--- config.mk ---
export PLATFORM = sky130hd
export DESIGN_NAME = zdet_stereo
export DESIGN_NICKNAME = d
export VERILOG_FILES = /design/src/rtl/zdet_pkg.sv /design/src/rtl/zdet_chan_zero.sv /design/src/rtl/zdet_run_counter.sv /design/src/rtl/zdet_stereo.sv
export SDC_FILE = /design/constraint.sdc
export NUM_CORES = 1
export LEC_CHECK = 0
export BUFFER_PORTS_ARGS = -buffer_cell sky130_fd_sc_hd__clkbuf_2
export CAP_MARGIN = 20
export CORE_ASPECT_RATIO = 1.4
export CORE_MARGIN = 2
export CORE_UTILIZATION = 39
export DETAILED_ROUTE_END_ITERATION = 7
export HOLD_SLACK_MARGIN = 0.12
export PLACE_DENSITY = 0.75
export REMOVE_ABC_BUFFERS = 1
export SLEW_MARGIN = 30
export SYNTH_ARGS = -nofsm -noshare
export SYNTH_HDL_FRONTEND = slang
export SYNTH_HIERARCHICAL = 1
export SYNTH_SLANG_ARGS = --single-unit
export TNS_END_PERCENT = 5
--- constraint.sdc ---
create_clock -name clk -period 2.1 [get_ports clk]
set_clock_uncertainty 0.2 [all_clocks]
set_input_delay 0.42 -clock clk [delete_from_list [all_inputs] [get_ports clk]]
set_output_delay 0.42 -clock clk [all_outputs]
set_load 0.1 [all_outputs]
--- src/rtl/zdet_pkg.sv ---
package zdet_pkg;
  localparam int unsigned NUM_CH = 2;
  localparam int unsigned CH_LEFT = 0;
  localparam int unsigned CH_RIGHT = 1;
  typedef logic [NUM_CH-1:0] ch_mask_t;
endpackage

--- src/rtl/zdet_chan_zero.sv ---
module zdet_chan_zero #(
  parameter int unsigned SAMPLE_W = 24
) (
  input  logic [SAMPLE_W-1:0] sample,
  output logic                is_zero
);
  always_comb is_zero = ~(|sample);
endmodule

--- src/rtl/zdet_run_counter.sv ---
module zdet_run_counter #(
  parameter int unsigned RUN_LEN = 8192,
  localparam int unsigned CNT_W = $clog2(RUN_LEN + 1)
) (
  input  logic             clk,
  input  logic             rst_n,
  input  logic             clear,
  input  logic             advance,
  output logic [CNT_W-1:0] count,
  output logic             full,
  output logic             one_short
);
  localparam logic [CNT_W-1:0] LIMIT = CNT_W'(RUN_LEN);
  localparam logic [CNT_W-1:0] LIMIT_M1 = CNT_W'(RUN_LEN - 1);

  always_comb begin
    full      = (count == LIMIT);
    one_short = (count == LIMIT_M1);
  end

  always_ff @(posedge clk) begin
    if (!rst_n)               count <= '0;
    else if (clear)           count <= '0;
    else if (advance && !full) count <= count + CNT_W'(1);
  end
endmodule

--- src/rtl/zdet_stereo.sv ---
module zdet_stereo #(
  parameter int unsigned SAMPLE_W = 24,
  parameter int unsigned RUN_LEN  = 8192
) (
  input  logic                clk,
  input  logic                rst_n,
  input  logic                frame_vld,
  input  logic [SAMPLE_W-1:0] smp_left,
  input  logic [SAMPLE_W-1:0] smp_right,
  input  logic                quiet_hold,
  output logic                quiet_flag
);
  import zdet_pkg::*;
  localparam int unsigned CNT_W = $clog2(RUN_LEN + 1);

  logic [SAMPLE_W-1:0] ch_data [NUM_CH];
  ch_mask_t            ch_zero;
  logic                both_zero, run_clear, run_adv;
  logic                run_full, run_one_short;
  logic [CNT_W-1:0]    run_count;
  logic                flag_q;

  always_comb begin
    ch_data[CH_LEFT]  = smp_left;
    ch_data[CH_RIGHT] = smp_right;
  end

  for (genvar c = 0; c < NUM_CH; c++) begin : g_ch
    zdet_chan_zero #(.SAMPLE_W(SAMPLE_W)) u_zero (
      .sample  (ch_data[c]),
      .is_zero (ch_zero[c])
    );
  end

  always_comb begin
    both_zero = &ch_zero;
    run_clear = quiet_hold | (frame_vld & ~both_zero);
    run_adv   = frame_vld & both_zero;
  end

  zdet_run_counter #(.RUN_LEN(RUN_LEN)) u_run (
    .clk       (clk),
    .rst_n     (rst_n),
    .clear     (run_clear),
    .advance   (run_adv),
    .count     (run_count),
    .full      (run_full),
    .one_short (run_one_short)
  );

  always_ff @(posedge clk) begin
    if (!rst_n)         flag_q <= 1'b0;
    else if (run_clear) flag_q <= 1'b0;
    else if (run_adv)   flag_q <= run_full | run_one_short;
  end

  assign quiet_flag = flag_q;
endmodule

Yosys cells after proc, flatten, opt, wreduce, memory -nomap -nowiden
Index checks and enable logic that the tools add are counted.
{"block": "classes", "addsub": 1, "n_eq_ne": 2, "bitwise": 8, "reduce_logical": 6}
{"op": "$reduce_or A24 Y1", "count": 2}
{"op": "$add A14 B1 Y14 const B", "count": 1}
{"op": "$eq A14 B13 Y1 const B", "count": 1}
{"op": "$eq A14 B14 Y1 const B", "count": 1}
{"op": "$not A1 Y1", "count": 4}
{"op": "$and A1 B1 Y1", "count": 2}
{"op": "$or A1 B1 Y1", "count": 2}
{"op": "$reduce_and A2 Y1", "count": 1}
{"op": "$reduce_or A2 Y1", "count": 1}
{"op": "$logic_and A1 B1 Y1", "count": 1}
{"op": "$logic_not A1 Y1", "count": 1}
{"block": "word_totals", "regBits": 15, "in_bits": 52, "output_inout_bits": 1, "wordCells": 19}

Logic depth before layout (Yosys ltp)
Gate-level depths: netlist of the first run.
{"block": "logic_depth", "depth_word": 7, "depth_mapped": 9, "mapped_depth_nobuf": 8}

By module
Netlist of the first run, hierarchy kept.
{"module": "zdet_run_counter", "instances": 1, "cells_each": 88, "area_per_inst_um2": 763.2, "seq_area_each_um2": 280.3}
{"module": "zdet_chan_zero", "instances": 2, "cells_each": 9, "area_per_inst_um2": 57.6, "seq_area_each_um2": 0.0}
{"module": "zdet_stereo", "instances": 1, "cells_each": 8, "area_per_inst_um2": 63.8, "seq_area_each_um2": 20.0}

Worst setup path after synthesis of the first run
No wires, ideal clock.
{"block": "synth_timing", "kind": "input port to flip-flop", "from": "input port smp_left[21]", "to": "register u_run.count[13]", "setup_time_ns": 0.070, "arrival_time_ns": 1.858, "t_required_ns": 1.830, "setup_slack_ns": -0.028, "stages": 8, "n_path_buf": 0, "path_cell_list": "nor4_1 nand4_1 nor2_1 and3_1 and4_1 nand2_1 or3_1 a21oi_1"}
{"block": "synth_between", "word_cells_on_any_way": 9, "cone_classes": "bitwise: 5; reduce/logical: 4"}
{"item": "from (decl)", "line_no": "zdet_stereo.sv:8", "source": "input logic [SAMPLE_W-1:0] smp_left,"}
{"item": "$reduce_or A24 Y1", "line_no": "zdet_chan_zero.sv:7", "source": "always_comb is_zero = ~(|sample);"}
{"item": "$not A1 Y1", "line_no": "zdet_chan_zero.sv:7"}
{"item": "via ch_zero[0]", "line_no": "zdet_stereo.sv:17", "source": "ch_mask_t ch_zero;"}
{"item": "$reduce_and A2 Y1", "line_no": "zdet_stereo.sv:36", "source": "both_zero = &ch_zero;"}
{"item": "$and A1 B1 Y1", "line_no": "zdet_stereo.sv:38", "source": "run_adv = frame_vld & both_zero;"}
{"item": "via run_adv", "line_no": "zdet_stereo.sv:18", "source": "logic both_zero, run_clear, run_adv;"}
{"item": "$logic_and A1 B1 Y1", "line_no": "zdet_run_counter.sv:24", "source": "else if (advance && !full) count <= count + CNT_W'(1);"}
{"item": "to (signal assigned)", "line_no": "zdet_run_counter.sv:24"}
{"item": "to (decl)", "line_no": "zdet_run_counter.sv:9", "source": "output logic [CNT_W-1:0] count,"}
The timed path passes the listed nets, and every way through them passes these cells.
A chain may end at the register's enable or synchronous reset.

Worst setup path after layout of the first run
{"block": "layout_timing", "from": "input port smp_right[14]", "to": "register u_run.count[12]"}
{"block": "layout_between", "word_cells_on_any_way": 9, "cone_classes": "bitwise: 5; reduce/logical: 4"}
{"item": "from (decl)", "line_no": "zdet_stereo.sv:9", "source": "input logic [SAMPLE_W-1:0] smp_right,"}
{"item": "$reduce_or A24 Y1", "line_no": "zdet_chan_zero.sv:7"}
{"item": "$not A1 Y1", "line_no": "zdet_chan_zero.sv:7"}
{"item": "via ch_zero[1]", "line_no": "zdet_stereo.sv:17"}
{"item": "$reduce_and A2 Y1", "line_no": "zdet_stereo.sv:36"}
{"item": "$and A1 B1 Y1", "line_no": "zdet_stereo.sv:38"}
{"item": "via run_adv", "line_no": "zdet_stereo.sv:18"}
{"item": "$logic_and A1 B1 Y1", "line_no": "zdet_run_counter.sv:24"}
The timed path passes the listed nets, and every way through them passes these cells.

==> out/metrics.yaml, run 1 <==
run_status: "finished clean"
critPathTopFamily: "simple AND/OR/NAND/NOR gates"
hold_violations: 0
synth_top_flop_cell: "dfxtp_1"
hold_path.class: "in -> reg"
yosysTopAreaCell: "dfxtp_1"
grt_pass1_vias: 1045
yosysWarnings: 6
met2_usage_pct: 33.1
grt_max_degree: 11
netlist.area_leader.share_pct: 31.9
synth_area_leaders: "dfxtp_1, xor2_1, nand4_1, nor4_1, nor2_1"
p_clk_share_pct: 31.9
pre_cts_ws_ns: -0.283
start_util_pct: 40.3
place_congestion: 0.912
yosysSeqAreaShare_pct: 31.9
regArea_um2: 300
insertion_delay_ns: 0.29
clockRootBuffer: "clkbuf_4"
cts.sink_count: 15
cts_setup_buffers: 0
timing_worst_setup_path_type: "in -> reg"
dieArea_um2: 2830
n_fill_cell: 204
grt.met1_usage_pct: 23.4
p_per_area_nw_per_um2: 384
fp-row-count: 21
avgRoutedWirePerCell_um: 14.0
netlist_area_um2: 942
grt_pass1_wl_um: 4310
critPathCaptureType: "flop"
setup_viol: 0
synth_cell_types: 29
worstPathCellList: "clkbuf_2 -> nor4_2 -> nand4_1 -> nor2_2 -> and3_4 -> buf_6 -> nand4_4 -> buf_4 -> o21ai_0 -> a21oi_2"
drive_above_1_share_pct: 47.7
max_freq_mhz: 497
hold_buffers: 0
nets: 229
die_w_um: 45.5
dpl.hpwl_um: 2120
syn_inst: 114
stdcell_count: 197
cts_tree: "done"
numPortBuffers: 52
pin_count: 53
combPwrFrac_pct: 14.8
final_cell_mix: "clkbuf_2, dfxtp_1, nor2_1"
cts_resized: 0
synth_edf_count: 0
drc: 0
synth_seq_cells: 15
area_growth_pct: 47.3
cp_slowest_cell: "nor4_2"
cts.reportedPaths.clkPinSlew_ns: 0.09
final_core_util_pct: 59.3
critPathBufInv: 3
required_ns: 2.09
grt.busiest_layer: "met2"
ant_nets: 0
max-cap-violations: 0
wl_um: 2760
cp.arrival_ns: 2.00
grt_antenna_before_repair: 0
hold_slack_ns: 0.142
final_common_cell: "clkbuf_2"
synthArstFlopShare_pct: 0
num_vias: 1129
relSlewSlack_pct: 63.8
fin_crit_ns: 2.01
cts_buffers: 3
p_seq_share_pct: 53.3
placed_cells: 193
finalCritPeriodShare_pct: 95.7
power.share.switching_pct: 24.6
crit_path_start_kind: "primary input"
worst_slew_pin_slew_ns: 0.545
syn_area_per_cell_um2: 8.26
met3_usage_pct: 2.91
grt_overflow_total: 0
p_leak_uw: 0.000568
total_power_uw: 533
core_area_um2: 2340
drtIter0Drc: 11
diodes: 0
switchingPower_uw: 131
p_int_uw: 402
grt_usage_pct: 20.0
slew_violations: 0
h-tree-depth: 1
fin_ws_ns: 0.0898
multi_input_area_um2: 704
vias_per_cell: 5.73
die_y_um: 62.2
slowest_delay_ns: 0.29
peakVddDrop_uv: 356
firstDrtPassIters: 4
crit_path_max_fanout: 10
clockBufferDepth: 2
## registers in the layout, summed over array words and instances (netlist names)
name / flops
u_run/count: 14
quiet_flag: 1
## final timing paths
check / cells past startpoint / slack (ns) / to / from
max: 10 / 0.09 / u_run/count[12] / smp_right[14]
min: 3 / 0.14 / quiet_flag / rst_n
max reg2reg: 6 / 0.22 / u_run/count[1] / u_run/count[0]
min reg2reg: 2 / 0.30 / quiet_flag / quiet_flag
## synthesized netlist by cell type, types with 3 or more instances
| cell | n |
|---|---|
| nor2_1 | 13 |
| a21oi_1 | 6 |
| or3_1 | 3 |
| inv_1 | 3 |
| and3_1 | 4 |
| nor4_1 | 10 |
| a21o_1 | 3 |
| nand4_1 | 10 |
| xor2_1 | 8 |
| o21ai_0 | 3 |
| nand2b_1 | 3 |
| nand3_1 | 6 |
| dfxtp_1 | 15 |
| nand2_1 | 7 |
## area by class of cell
type	instances	area share, %
tap	23	2.07
inverter	3	0.812
sequential	15	21.6
timing repair buffer	59	22.8
multi-input combinational	93	50.8
clock buffer	4	1.89
## layer usage
| layer | wire length (um) | vias up |
|---|---|---|
| li1 | - | 553 |
| met1 | 1010 | 510 |
| met2 | 1470 | 58 |
| met3 | 184 | 8 |
| met4 | 90 | 0 |
| met5 | 0 | - |
## metrics by stage
stage / setup TNS, ns / instance area [um^2]
floorplan: -0.472 / 912
global placement: -1.36 / 1250
detailed placement: -2.21 / 1250
CTS: 0 / 1280
global route: -0.132 / 1390
finish: 0 / 1390
## kinds of logic after synthesis
family	Yosys count	synth area share, %
AND/OR/NAND/NOR	68	43.8
AO/OA/AOI/OAI	15	9.83
flip-flops	15	31.9
XOR/XNOR	8	7.44
buffers and inverters	6	4.38
adder cells (fa/ha/maj)	2	2.66
## worst reg2reg max path, delay by kind of cell, from the launching register on
family / cells / cell delay [ns]
compound gates: 2 / 0.40
fa+ha+maj: 1 / 0.19
buf+inv: 1 / 0.12
flops: 1 / 0.37
simple gates: 2 / 0.55
## power groups by stage
| stage | Combinational (uW) | Clock [uW] | Sequential, uW |
|---|---|---|---|
| global placement | 61.8 | 0 | 291 |
| floorplan | 9.32 | 0 | 291 |
| detailed placement | 63.3 | 0 | 291 |
| finish | 78.8 | 170 | 284 |
| CTS | 63.5 | 174 | 284 |
| global route | 84.8 | 181 | 284 |
(Power assumes the default switching activity.)
==> run 2, diff against run 1 <==
--- a/config.mk
+++ b/config.mk
@@ -9,10 +9,9 @@
 export CAP_MARGIN = 20
 export CORE_ASPECT_RATIO = 1.4
 export CORE_MARGIN = 2
-export CORE_UTILIZATION = 39
+export CORE_UTILIZATION = 30
 export DETAILED_ROUTE_END_ITERATION = 7
 export HOLD_SLACK_MARGIN = 0.12
-export PLACE_DENSITY = 0.75
 export REMOVE_ABC_BUFFERS = 1
 export SLEW_MARGIN = 30
 export SYNTH_ARGS = -nofsm -noshare
==> out/metrics.yaml, run 2 (synthesis gave the netlist of run 1 again) <==
relSlewSlack_pct: 64.3
critPathCaptureType: "flop"
num_vias: 1104
power.share.switching_pct: 22.9
h-tree-depth: 1
worstPathCellList: "clkbuf_2 -> nor4_4 -> nand2_1 -> nor2_2 -> and3_4 -> and4_4 -> nand2_1 -> or3_1 -> a21oi_1"
pin_count: 53
run_status: "finished clean"
finalCritPeriodShare_pct: 97.5
cts_buffers: 3
switchingPower_uw: 137
vias_per_cell: 5.16
combPwrFrac_pct: 12.9
required_ns: 2.09
p_clk_share_pct: 39.7
max_freq_mhz: 488
ant_nets: 0
drc: 0
crit_path_max_fanout: 2
clockRootBuffer: "clkbuf_8"
cts.reportedPaths.clkPinSlew_ns: 0.06
critPathTopFamily: "simple AND/OR/NAND/NOR gates"
n_fill_cell: 338
numPortBuffers: 52
place_congestion: 0.828
cp.arrival_ns: 2.04
pre_cts_ws_ns: -0.261
drtIter0Drc: 8
total_power_uw: 600
cts.sink_count: 15
firstDrtPassIters: 4
max-cap-violations: 0
grt_overflow_total: 0
hold_violations: 0
slowest_delay_ns: 0.36
p_leak_uw: 0.000579
fin_ws_ns: 0.0519
area_growth_pct: 50.1
worst_slew_pin_slew_ns: 0.538
crit_path_start_kind: "primary input"
crit_path_frequent_cell: "nand2_1"
p_int_uw: 463
core_area_um2: 3060
grt_usage_pct: 16.7
die_y_um: 70.3
wl_um: 2760
diodes: 0
dieArea_um2: 3610
insertion_delay_ns: 0.25
grt_setup_unrepaired: "yes"
final_cell_mix: "clkbuf_2, dfxtp_1, nor2_1"
p_seq_share_pct: 47.4
peakVddDrop_uv: 219
slew_violations: 0
cp_slowest_cell: "or3_1"
start_util_pct: 30.8
hold_buffers: 0
final_core_util_pct: 46.2
setup_viol: 0
avgRoutedWirePerCell_um: 12.9
fin_crit_ns: 2.05
grt_antenna_before_repair: 0
timing_worst_setup_path_type: "in -> reg"
clockBufferDepth: 2
nets: 230
grt_max_degree: 11
grt_pass1_vias: 1093
fp-row-count: 24
hold_path.class: "in -> reg"
critPathBufInv: 1
cts_tree: "done"
drive_above_1_share_pct: 46.9
largest_reg_flops: 14
p_per_area_nw_per_um2: 425
dpl.hpwl_um: 2170
final_common_cell: "clkbuf_2"
die_w_um: 51.4
hold_slack_ns: 0.208
top_register: "u_run/count"
grt_pass1_wl_um: 4510
run 2: cell types whose count changed in the layout (fill, tap and decap cells not counted), moves of 2 or more:
cell / before / now
clkbuf_4: 3 / 0
clkbuf_8: 0 / 3
nor4_1: 1 / 4
buf_4: 6 / 8
nor4_2: 8 / 5
run 2: worst min-delay path, cell delays in order:
cell      delay [ns]
clkbuf_2        0.10
nand2b_1        0.06
a21oi_1         0.04
run 2: worst paths after layout:
| check | slack [ns] | from | cells after the start | end |
|---|---|---|---|---|
| worst min-delay path | 0.21 | rst_n | 3 | quiet_flag |
| worst max register to register | 0.22 | u_run/count[0] | 7 | quiet_flag |
| worst min register to register | 0.28 | quiet_flag | 2 | quiet_flag |
| worst max-delay path | 0.05 | smp_left[7] | 9 | u_run/count[13] |
run 2: power by group through the flow:
stage / combinational (uW) / clock (uW) / sequential (uW)
floorplan: 9.32 / 0 / 291
global placement: 62.2 / 0 / 291
detailed placement: 64.6 / 0 / 291
CTS: 64.7 / 248 / 284
global route: 84.6 / 258 / 284
finish: 77.2 / 238 / 285
run 2: layer usage:
metal	GRT usage [%]	vias to the layer above	wire, um
met5	0	-	0
met4	10.5	0	78
met3	2.35	5	196
met2	28.5	60	1430
met1	18.7	490	1060
li1	-	549	-
run 2: metrics by stage:
step | setup TNS, ns | cells | area (um^2)
after floorplan | -0.472 | 111 | 912
after global placement | -1.27 | 209 | 1270
after detailed placement | -2.35 | 209 | 1270
after CTS | 0 | 213 | 1320
after global routing | -0.399 | 214 | 1410
final | 0 | 214 | 1410
run 2: final cells by class:
cell class              count  area, um^2  area share [%]
multi-input cells          93         688            48.7
repair buffers             60         320            22.7
flip-flops and latches     15         300            21.2
well taps                  39        48.8            3.45
clock buffers               4        45.0            3.19
inverters                   3        11.3           0.796
run 2: timing repair:
item                       in CTS  in global routing
hold endpoints to repair        0                  0
buffers inserted                0                  1
setup endpoints to repair       0                 11
gates resized for setup         0                 17
==> run 3, diff against run 2 <==
--- a/config.mk
+++ b/config.mk
@@ -7,11 +7,14 @@
 export LEC_CHECK = 0
 export BUFFER_PORTS_ARGS = -buffer_cell sky130_fd_sc_hd__clkbuf_2
 export CAP_MARGIN = 20
+export CELL_PAD_IN_SITES_DETAIL_PLACEMENT = 0
+export CELL_PAD_IN_SITES_GLOBAL_PLACEMENT = 1
 export CORE_ASPECT_RATIO = 1.4
 export CORE_MARGIN = 2
-export CORE_UTILIZATION = 30
+export CORE_UTILIZATION = 27
 export DETAILED_ROUTE_END_ITERATION = 7
-export HOLD_SLACK_MARGIN = 0.12
+export HOLD_SLACK_MARGIN = 0.1
+export PLACE_DENSITY_LB_ADDON = 0.1
 export REMOVE_ABC_BUFFERS = 1
 export SLEW_MARGIN = 30
 export SYNTH_ARGS = -nofsm -noshare
==> out/metrics.yaml, run 3 (synthesis gave the netlist of run 1 again) <==
run_status: "finished clean"
hold_path.class: "in -> reg"
hold_buffers: 0
setup_viol: 0
area_growth_pct: 47.0
clockBufferDepth: 2
slowest_delay_ns: 0.33
multi_input_area_um2: 644
rr_startpoint: "u_run/count[0]"
grt_pass1_wl_um: 4360
fin_crit_ns: 2.03
numPortBuffers: 52
required_ns: 2.08
avgRoutedWirePerCell_um: 12.1
n_fill_cell: 361
start_util_pct: 28.1
p_leak_uw: 0.000581
final_core_util_pct: 41.4
cp.arrival_ns: 2.01
finalSetupTns_ns: 0
fin_ws_ns: 0.0708
grt_antenna_before_repair: 0
p_per_area_nw_per_um2: 420
regArea_um2: 300
dieArea_um2: 3980
worstPathCellList: "buf_6 -> nor4_4 -> nand4_1 -> nor2_2 -> and3_4 -> and4_1 -> nand2_1 -> or3_1 -> a21oi_2"
placed_cells: 212
vias_per_cell: 4.94
slew_violations: 0
cts_setup_buffers: 0
clockRootBuffer: "clkbuf_8"
largest_reg_flops: 14
peakVddDrop_uv: 200
drtIter0Drc: 19
drc: 0
hold_violations: 0
worstHoldStart: "rst_n"
cts_tree: "done"
diodes: 0
final_common_cell: "clkbuf_2"
worst_slew_pin_slew_ns: 0.540
pre_cts_ws_ns: -0.314
wl_um: 2610
stdcell_count: 216
place_congestion: 0.757
max_freq_mhz: 493
met2_usage_pct: 28.6
r2r_slack_ns: 0.23
cts.reportedPaths.clkPinSlew_ns: 0.06
cp_slowest_cell: "or3_1"
firstDrtPassIters: 4
max-cap-violations: 0
fp-row-count: 25
core_area_um2: 3350
worstSetupStartpoint: "smp_left[2]"
grt_overflow_total: 0
die_y_um: 73.9
cts.sink_count: 15
crit_path_start_kind: "primary input"
critPathCaptureType: "flop"
die_w_um: 53.9
crit_path_max_fanout: 2
relSlewSlack_pct: 64.1
num_vias: 1066
nets: 231
pin_count: 53
timing_worst_setup_path_type: "in -> reg"
finalCritPeriodShare_pct: 96.6
ant_nets: 0
grt_max_degree: 9
final_cell_mix: "clkbuf_2, dfxtp_1, nor2_1"
met3_usage_pct: 2.24
grt_setup_unrepaired: "yes"
grt.busiest_layer: "met2"
h-tree-depth: 1
grt.met1_usage_pct: 15.0
grt_pass1_vias: 1092
insertion_delay_ns: 0.24
grt_usage_pct: 15.1
cts_buffers: 3
top_register: "u_run/count"
dpl.hpwl_um: 2230
drive_above_1_share_pct: 44.3
run 3: changes by cell type in the layout (fill, tap and decap cells not counted), sizes merged:
cell | previous run | this run
buf | 8 | 10
clkbuf | 56 | 55
run 3: per-layer routing:
layer  vias up  wire, um
met3         2       134
met4         0        34
met1       468      1020
met2        39      1420
li1        557         -
met5         -         0
run 3: path summary, 6_finish.rpt:
check,depth (start not counted),endpoint
max,9,u_run/count[13]
min,3,quiet_flag
max reg2reg,7,quiet_flag
min reg2reg,2,quiet_flag
run 3: report_power, final:
part	switching (uW)	total [uW]	internal, uW
logic	24.9	68.6	43.7
clock network	95.2	229	134
registers	0.0000000000000413	285	285
total	120	582	462
run 3: repair_timing:
item | 4_1_cts | 5_1_grt
cloned | 0 | 0
pin swaps | 2 | 6
endpoints found under the setup margin | 2 | 14
gates resized for setup | 2 | 8
run 3: cell type report:
class	instances	area share, %
Sequential cell	15	21.7
Timing Repair Buffer	61	24.1
Tap cell	40	3.61
Multi-Input combinational cell	93	46.5
Inverter	3	0.813
Clock buffer	4	3.25
run 3: critical path: cells and delay by family:
| kind | cells | cell delay (ns) |
|---|---|---|
| compound gates | 1 | 0.11 |
| buf+inv | 1 | 0.09 |
| simple gates | 7 | 1.37 |
run 3: per-stage QoR:
step	hold WS [ns]	area (um^2)	power, uW
2_1_floorplan	0.275	912	300
3_3_place_gp	0.251	1290	352
3_5_place_dp	0.256	1290	353
4_1_cts	0.207	1340	589
5_1_grt	0.219	1390	615
6_report	0.221	1390	582
